## src/rtl/rxq_pkg.sv

```systemverilog
package rxq_pkg;

  localparam int unsigned CFG_W       = 16;
  localparam int unsigned STAT_W      = 16;
  localparam int unsigned TRIG_LSB    = 7;
  localparam int unsigned LIMIT_LSB   = 9;

  typedef struct packed {
    logic hit;
    logic waiting;
  } rxq_flags_t;

  // Fill level that raises the trigger-reached flag.
  function automatic int unsigned trig_level(input logic [1:0] sel);
    case (sel)
      2'd0:    return 1;
      2'd1:    return 4;
      2'd2:    return 8;
      default: return 14;
    endcase
  endfunction

  // Fill level at which the block stops asking for input.
  function automatic int unsigned accept_limit(input logic [2:0] sel);
    case (sel)
      3'd0:    return 15;
      3'd1:    return 1;
      3'd2:    return 4;
      3'd3:    return 6;
      3'd4:    return 8;
      3'd5:    return 10;
      3'd6:    return 12;
      default: return 14;
    endcase
  endfunction

endpackage

```

## src/rtl/rxq_store.sv

```systemverilog
module rxq_store #(
  parameter int unsigned DEPTH  = 16,
  parameter int unsigned DATA_W = 8,
  localparam int unsigned IDX_W = $clog2(DEPTH),
  localparam int unsigned CNT_W = $clog2(DEPTH + 1)
) (
  input  logic              clk,
  input  logic              rst_n,
  input  logic              push_req,
  input  logic [DATA_W-1:0] push_data,
  input  logic              pop_req,
  output logic [DATA_W-1:0] head,
  output logic [CNT_W-1:0]  count,
  output logic              dropped
);

  logic [DATA_W-1:0] mem [DEPTH];
  logic [IDX_W-1:0]  wr_q, wr_d, rd_q, rd_d;
  logic [CNT_W-1:0]  cnt_q, cnt_d;
  logic              is_full, is_empty, do_push, do_pop;

  assign is_full  = (cnt_q == CNT_W'(DEPTH));
  assign is_empty = (cnt_q == '0);
  assign do_push  = push_req && !is_full;
  assign do_pop   = pop_req && !is_empty;

  always_comb begin
    wr_d  = wr_q;
    rd_d  = rd_q;
    cnt_d = cnt_q;
    if (do_push) begin
      wr_d = (wr_q == IDX_W'(DEPTH - 1)) ? '0 : wr_q + 1'b1;
    end
    if (do_pop) begin
      rd_d = (rd_q == IDX_W'(DEPTH - 1)) ? '0 : rd_q + 1'b1;
    end
    case ({do_push, do_pop})
      2'b10:   cnt_d = cnt_q + 1'b1;
      2'b01:   cnt_d = cnt_q - 1'b1;
      default: cnt_d = cnt_q;
    endcase
  end

  always_ff @(posedge clk or negedge rst_n) begin
    if (!rst_n) begin
      wr_q  <= '0;
      rd_q  <= '0;
      cnt_q <= '0;
    end else begin
      wr_q  <= wr_d;
      rd_q  <= rd_d;
      cnt_q <= cnt_d;
    end
  end

  // Storage carries no reset; only occupied entries are ever shown.
  always_ff @(posedge clk) begin
    if (do_push) begin
      mem[wr_q] <= push_data;
    end
  end

  assign head    = is_empty ? '0 : mem[rd_q];
  assign count   = cnt_q;
  assign dropped = push_req && is_full;

endmodule

```

## src/rtl/rxq_levels.sv

```systemverilog
module rxq_levels #(
  parameter int unsigned CNT_W = 5
) (
  input  logic [CNT_W-1:0]  count,
  input  logic [1:0]        trig_sel,
  input  logic [2:0]        limit_sel,
  output rxq_pkg::rxq_flags_t flags,
  output logic              ready
);

  logic [CNT_W-1:0] trig_lvl, limit_lvl;

  assign trig_lvl  = CNT_W'(rxq_pkg::trig_level(trig_sel));
  assign limit_lvl = CNT_W'(rxq_pkg::accept_limit(limit_sel));

  always_comb begin
    flags.hit     = (count >= trig_lvl);
    flags.waiting = !flags.hit && (count != '0);
    ready         = (count < limit_lvl);
  end

endmodule

```

## src/rtl/rxq_ovr.sv

```systemverilog
module rxq_ovr (
  input  logic clk,
  input  logic rst_n,
  input  logic set_evt,
  input  logic clr_evt,
  output logic flag
);

  logic flag_q, flag_d;

  always_comb begin
    flag_d = flag_q;
    if (clr_evt) flag_d = 1'b0;
    if (set_evt) flag_d = 1'b1;
  end

  always_ff @(posedge clk or negedge rst_n) begin
    if (!rst_n) flag_q <= 1'b0;
    else        flag_q <= flag_d;
  end

  assign flag = flag_q;

endmodule

```

## src/rtl/rxq_top.sv

```systemverilog
module rxq_top #(
  parameter int unsigned DEPTH  = 16,
  parameter int unsigned DATA_W = 8,
  localparam int unsigned CNT_W = $clog2(DEPTH + 1)
) (
  input  logic              clk,
  input  logic              rst_n,
  input  logic              rx_valid,
  input  logic [DATA_W-1:0] rx_byte,
  output logic              rx_ready,
  input  logic              cfg_we,
  input  logic [15:0]       cfg_wdata,
  input  logic              fifo_pop,
  output logic [DATA_W-1:0] fifo_data,
  output logic [15:0]       fifo_stat,
  input  logic              line_clr,
  output logic [15:0]       line_stat
);

  // Reset: asserted at once, released through two flops.
  logic rst_meta, rst_q;
  always_ff @(posedge clk or negedge rst_n) begin
    if (!rst_n) begin
      rst_meta <= 1'b0;
      rst_q    <= 1'b0;
    end else begin
      rst_meta <= 1'b1;
      rst_q    <= rst_meta;
    end
  end

  // Level selectors.
  logic [1:0] trig_q, trig_d;
  logic [2:0] lim_q, lim_d;

  always_comb begin
    trig_d = trig_q;
    lim_d  = lim_q;
    if (cfg_we) begin
      trig_d = cfg_wdata[rxq_pkg::TRIG_LSB  +: 2];
      lim_d  = cfg_wdata[rxq_pkg::LIMIT_LSB +: 3];
    end
  end

  always_ff @(posedge clk or negedge rst_q) begin
    if (!rst_q) begin
      trig_q <= '0;
      lim_q  <= '0;
    end else begin
      trig_q <= trig_d;
      lim_q  <= lim_d;
    end
  end

  logic [CNT_W-1:0]    cnt_w;
  logic                drop_w, ovr_w;
  rxq_pkg::rxq_flags_t flags_w;

  rxq_store #(.DEPTH(DEPTH), .DATA_W(DATA_W)) u_store (
    .clk      (clk),
    .rst_n    (rst_q),
    .push_req (rx_valid),
    .push_data(rx_byte),
    .pop_req  (fifo_pop),
    .head     (fifo_data),
    .count    (cnt_w),
    .dropped  (drop_w)
  );

  rxq_levels #(.CNT_W(CNT_W)) u_levels (
    .count    (cnt_w),
    .trig_sel (trig_q),
    .limit_sel(lim_q),
    .flags    (flags_w),
    .ready    (rx_ready)
  );

  rxq_ovr u_ovr (
    .clk    (clk),
    .rst_n  (rst_q),
    .set_evt(drop_w),
    .clr_evt(line_clr),
    .flag   (ovr_w)
  );

  assign fifo_stat = {9'd0, 2'b11, 3'd0, flags_w.hit, flags_w.waiting};
  assign line_stat = {15'd0, ovr_w};

endmodule

```

## config.mk

```make
export PLATFORM = sky130hd
export DESIGN_NAME = rxq_top
export DESIGN_NICKNAME = d
export VERILOG_FILES = /design/src/rtl/rxq_pkg.sv /design/src/rtl/rxq_store.sv /design/src/rtl/rxq_levels.sv /design/src/rtl/rxq_ovr.sv /design/src/rtl/rxq_top.sv
export SDC_FILE = /design/constraint.sdc
export NUM_CORES = 1
export LEC_CHECK = 0
export ABC_AREA = 1
export ABC_CLOCK_PERIOD_IN_PS = 1700
export BUFFER_PORTS_ARGS = -buffer_cell sky130_fd_sc_hd__buf_2
export CAP_MARGIN = 20
export CORE_MARGIN = 2
export CORE_UTILIZATION = 50
export CTS_BUF_LIST = sky130_fd_sc_hd__clkbuf_4
export DETAILED_ROUTE_END_ITERATION = 8
export GPL_ROUTABILITY_DRIVEN = 0
export PLACE_DENSITY = 0.79
export SYNTH_ARGS = -nofsm -noshare
export SYNTH_HDL_FRONTEND = slang
export SYNTH_SLANG_ARGS = --single-unit
```

## constraint.sdc

```tcl
create_clock -name clk -period 1.7 [get_ports clk]
set_input_delay 0.17 -clock clk [delete_from_list [all_inputs] [get_ports clk]]
set_output_delay 0.17 -clock clk [all_outputs]
set_load 0.005 [all_outputs]
```

==> impl_results.md <==
- Pre-antenna DRT Iters: 5
- Fin Setup TNS: -11.20 ns
- Antenna diodes: 0
- Commonest non-fill, non-tap cell in the layout: nand2_1
- Clk slew on worst S/H paths: 0.15 ns
- Die Ht: 121 um
- Max incr delay on CP: between 0.4 and 0.5 ns
- Synth warn: 0
- Required time of the critical path: 1.53 ns
- Routed Antenna Nets: 0
- DR vias: approximately 5500
- IO Pins: 71
- # rows: 42
- Wire per inst: 20.1 um
- Clock net sink count: 149
- # DRC: 0
- Status: finished with violations
- Final Hold Vio Count: 3
- Vias in the first global route: 5191
- Layout cells sized above 1: 33.7%
- WL final: 19.5 mm
- P per Cell Area: 1720 nW/um2
- Layout area overhead: 33.4%
- Root buffer cell: clkbuf_4
- Mapped Cells: around 660
- FILL cells: 846
- Multi-input gate area in the final layout: 2670 um2
- Worst-path maximum fanout: 10
- Fmax: 0.430 GHz
- Fin. max-slew vios: 0
- Post-DP HPWL: 9.89 mm
- Startpoint Class: register
- Dpl cells: 881
- Detailed Route Iter0 Violations: 655
- Global-route wire length before repair: about 27 mm
- Final Cycle Share: 137%
- RSZ-0062 raised after global routing: true
- Static leakage power: approximately 3.7 nW
- Endpoint class of the critical path: primary output
- Synth top area share: 56.4%
- Yosys cell types: 27
- Failing checks: negative hold slack, negative setup slack
- Grt ovf: 0
- Tmin final: 2.33 ns
- Nets@finish: 829
- CP Buf/Inv Count: 5
- Initial core utilization: between 50% and 60%
- Inserted Clock Buffers: 17
- VDD IR max: about 0.84 mV
- Final Util: between 60% and 70%
- I/O Buffers: 30
- Worst hold slack: -0.0105 ns
- Non-Filler Instances: 971
- H-tree depth: 4
- Synth top area cells: edfxtp_1 (56%), nand2_1 (13%), dfrtp_1 (7.7%)
- Core ar.: between 10000 and 15000 um2
- Crit path arrival time: 2.16 ns
- TritonCTS clock tree: done
- Mean post-synth cell area: 10.4 um2
- Setup Skew: between 0.02 and 0.03 ns
- CP cell instances: clkinv_4, buf_12, buf_12, buf_16, nand2_1, nand2_1, nand2_1, nand3_1, nor2_1, nor2_1, buf_2
- Most frequent cells in the layout: nand2_1 (199), edfxtp_1 (128), nand3_1 (40)
- Area leader, netlist: edfxtp_1
- FF/Latch Area: between 4000 and 5000 um2
- Clock Path Buffers: 2
- GRT Util Overall: 25.2%
- Top delay family on crit path: buffers and inverters
- Hold WC Path Type: in2reg
- DP Worst Slack: -0.293 ns
- Most used cell, CP: nand2_1
- Predominant post-synthesis flop cell: edfxtp_1
- Sequential cell area fraction in the yosys report: 64.1%
- Max-Cap Viols: 0
- Via/cell ratio: 5.67
- Die X-Extent: between 100 and 150 um
- Async S/R FF share, synth: 14.1%
- Largest net degree at the start of global routing: 24
- Clk_lat worst skew: 0.59 ns
- Final critical-path setup slack: -0.626 ns
- Number of synthesized register bits: 149
- Post-synth EDFFs: between 100 and 150
- Crit path kind: reg2out
- Cell Area, Synth: between 6000 and 7000 um2
- Slowest CP cell: dfrtp_2
- Initial antenna violation count: 0
- Final setup violation count: 103
- Die ar.: 14600 um2
- Tot Pwr: between 0.015 and 0.02 W
## metrics by stage
step / instance area [um2] / hold slack, ns
final: 9100 / -0.0105
after global routing: 9100 / -0.0356
after CTS: 8590 / 0.00351
after detailed placement: 7320 / -0.0415
after global placement: 7320 / -0.0440
after floorplan: 6970 / -0.126
## layout make-up
cell class,instances,area share (%)
tap,176,2.42
inverter,31,1.51
timing repair buffer,128,14.7
clock buffer,17,1.40
sequential,149,48.1
multi-input combinational,455,29.4
clock inverter,15,2.49
## flip-flops by register name (all words and copies together) (netlist names)
| signal | count |
|---|---|
| lim_q | 3 |
| rst_meta | 1 |
| trig_q | 2 |
| u_store.rd_q | 4 |
| rst_q | 1 |
| u_store.mem | 128 |
| u_store.count | 5 |
| u_store.wr_q | 4 |
| u_ovr.flag | 1 |
## power breakdown
group          internal [W]  switching (W)
sequential          0.00443       0.000248
combinational       0.00351        0.00475
clock               0.00132        0.00135
total               0.00926        0.00634
## kinds of logic after synthesis
group	share of synthesized area [%]
adders and majority gates	3.23
xor gates and xnor gates	0.257
and+or+nand+nor	21.5
buffers and inverters	7.25
other	0.110
AOI/OAI and AO/OA	3.62
DFF	64.1
## cells in the mapped netlist, types with 2 or more instances
library cell / n
o21ai_1: 2
ha_1: 16
edfxtp_1: 128
buf_2: 5
nand2_1: 244
xnor2_1: 2
inv_1: 25
dfrtp_1: 21
buf_4: 42
nand4_1: 6
inv_2: 4
conb_1: 2
clkbuf_1: 3
o21ai_0: 16
a21oi_1: 30
nand3b_1: 2
nor2_1: 48
nand3_1: 52
clkinv_1: 2
## worst reg2reg max path: cells and delay by family, from the launching register on
family | cells | cell delay (ns)
buf+inv | 3 | 0.24
simple gates | 10 | 0.91
fa+ha+maj | 2 | 0.50
flops | 1 | 0.43
## what timing repair did
item                                    CTS  global route
setup buffers                            22            20
resized for setup                        83           110
hold buffers                             24             1
endpoints found under the hold margin    61             1
pin swaps                                28            35
cloned                                    6             4
endpoints found under the setup margin   71           138
## worst paths after layout
path                                  startpoint                end  slack (ns)  cells after the start
min in group asynchronous                  rst_q    u_store.wr_q[1]        0.22                      1
worst max-delay path             u_store.rd_q[0]       fifo_data[0]       -0.63                     11
worst min register to register             rst_q    u_store.wr_q[1]        0.22                      1
max in group asynchronous                  rst_n           rst_meta        1.16                      3
worst min-delay path                  rx_byte[4]  u_store.mem[3][4]       -0.01                      1
worst max register to register  u_store.count[1]   u_store.count[4]       -0.47                     15
## per-layer routing
metal	track usage (%)	wire [um]
met1	28.8	6600
met2	44.2	10200
met3	4.81	1830
met4	14.2	898
met5	0	0
Note: power is estimated with default switching activity, not from simulation.
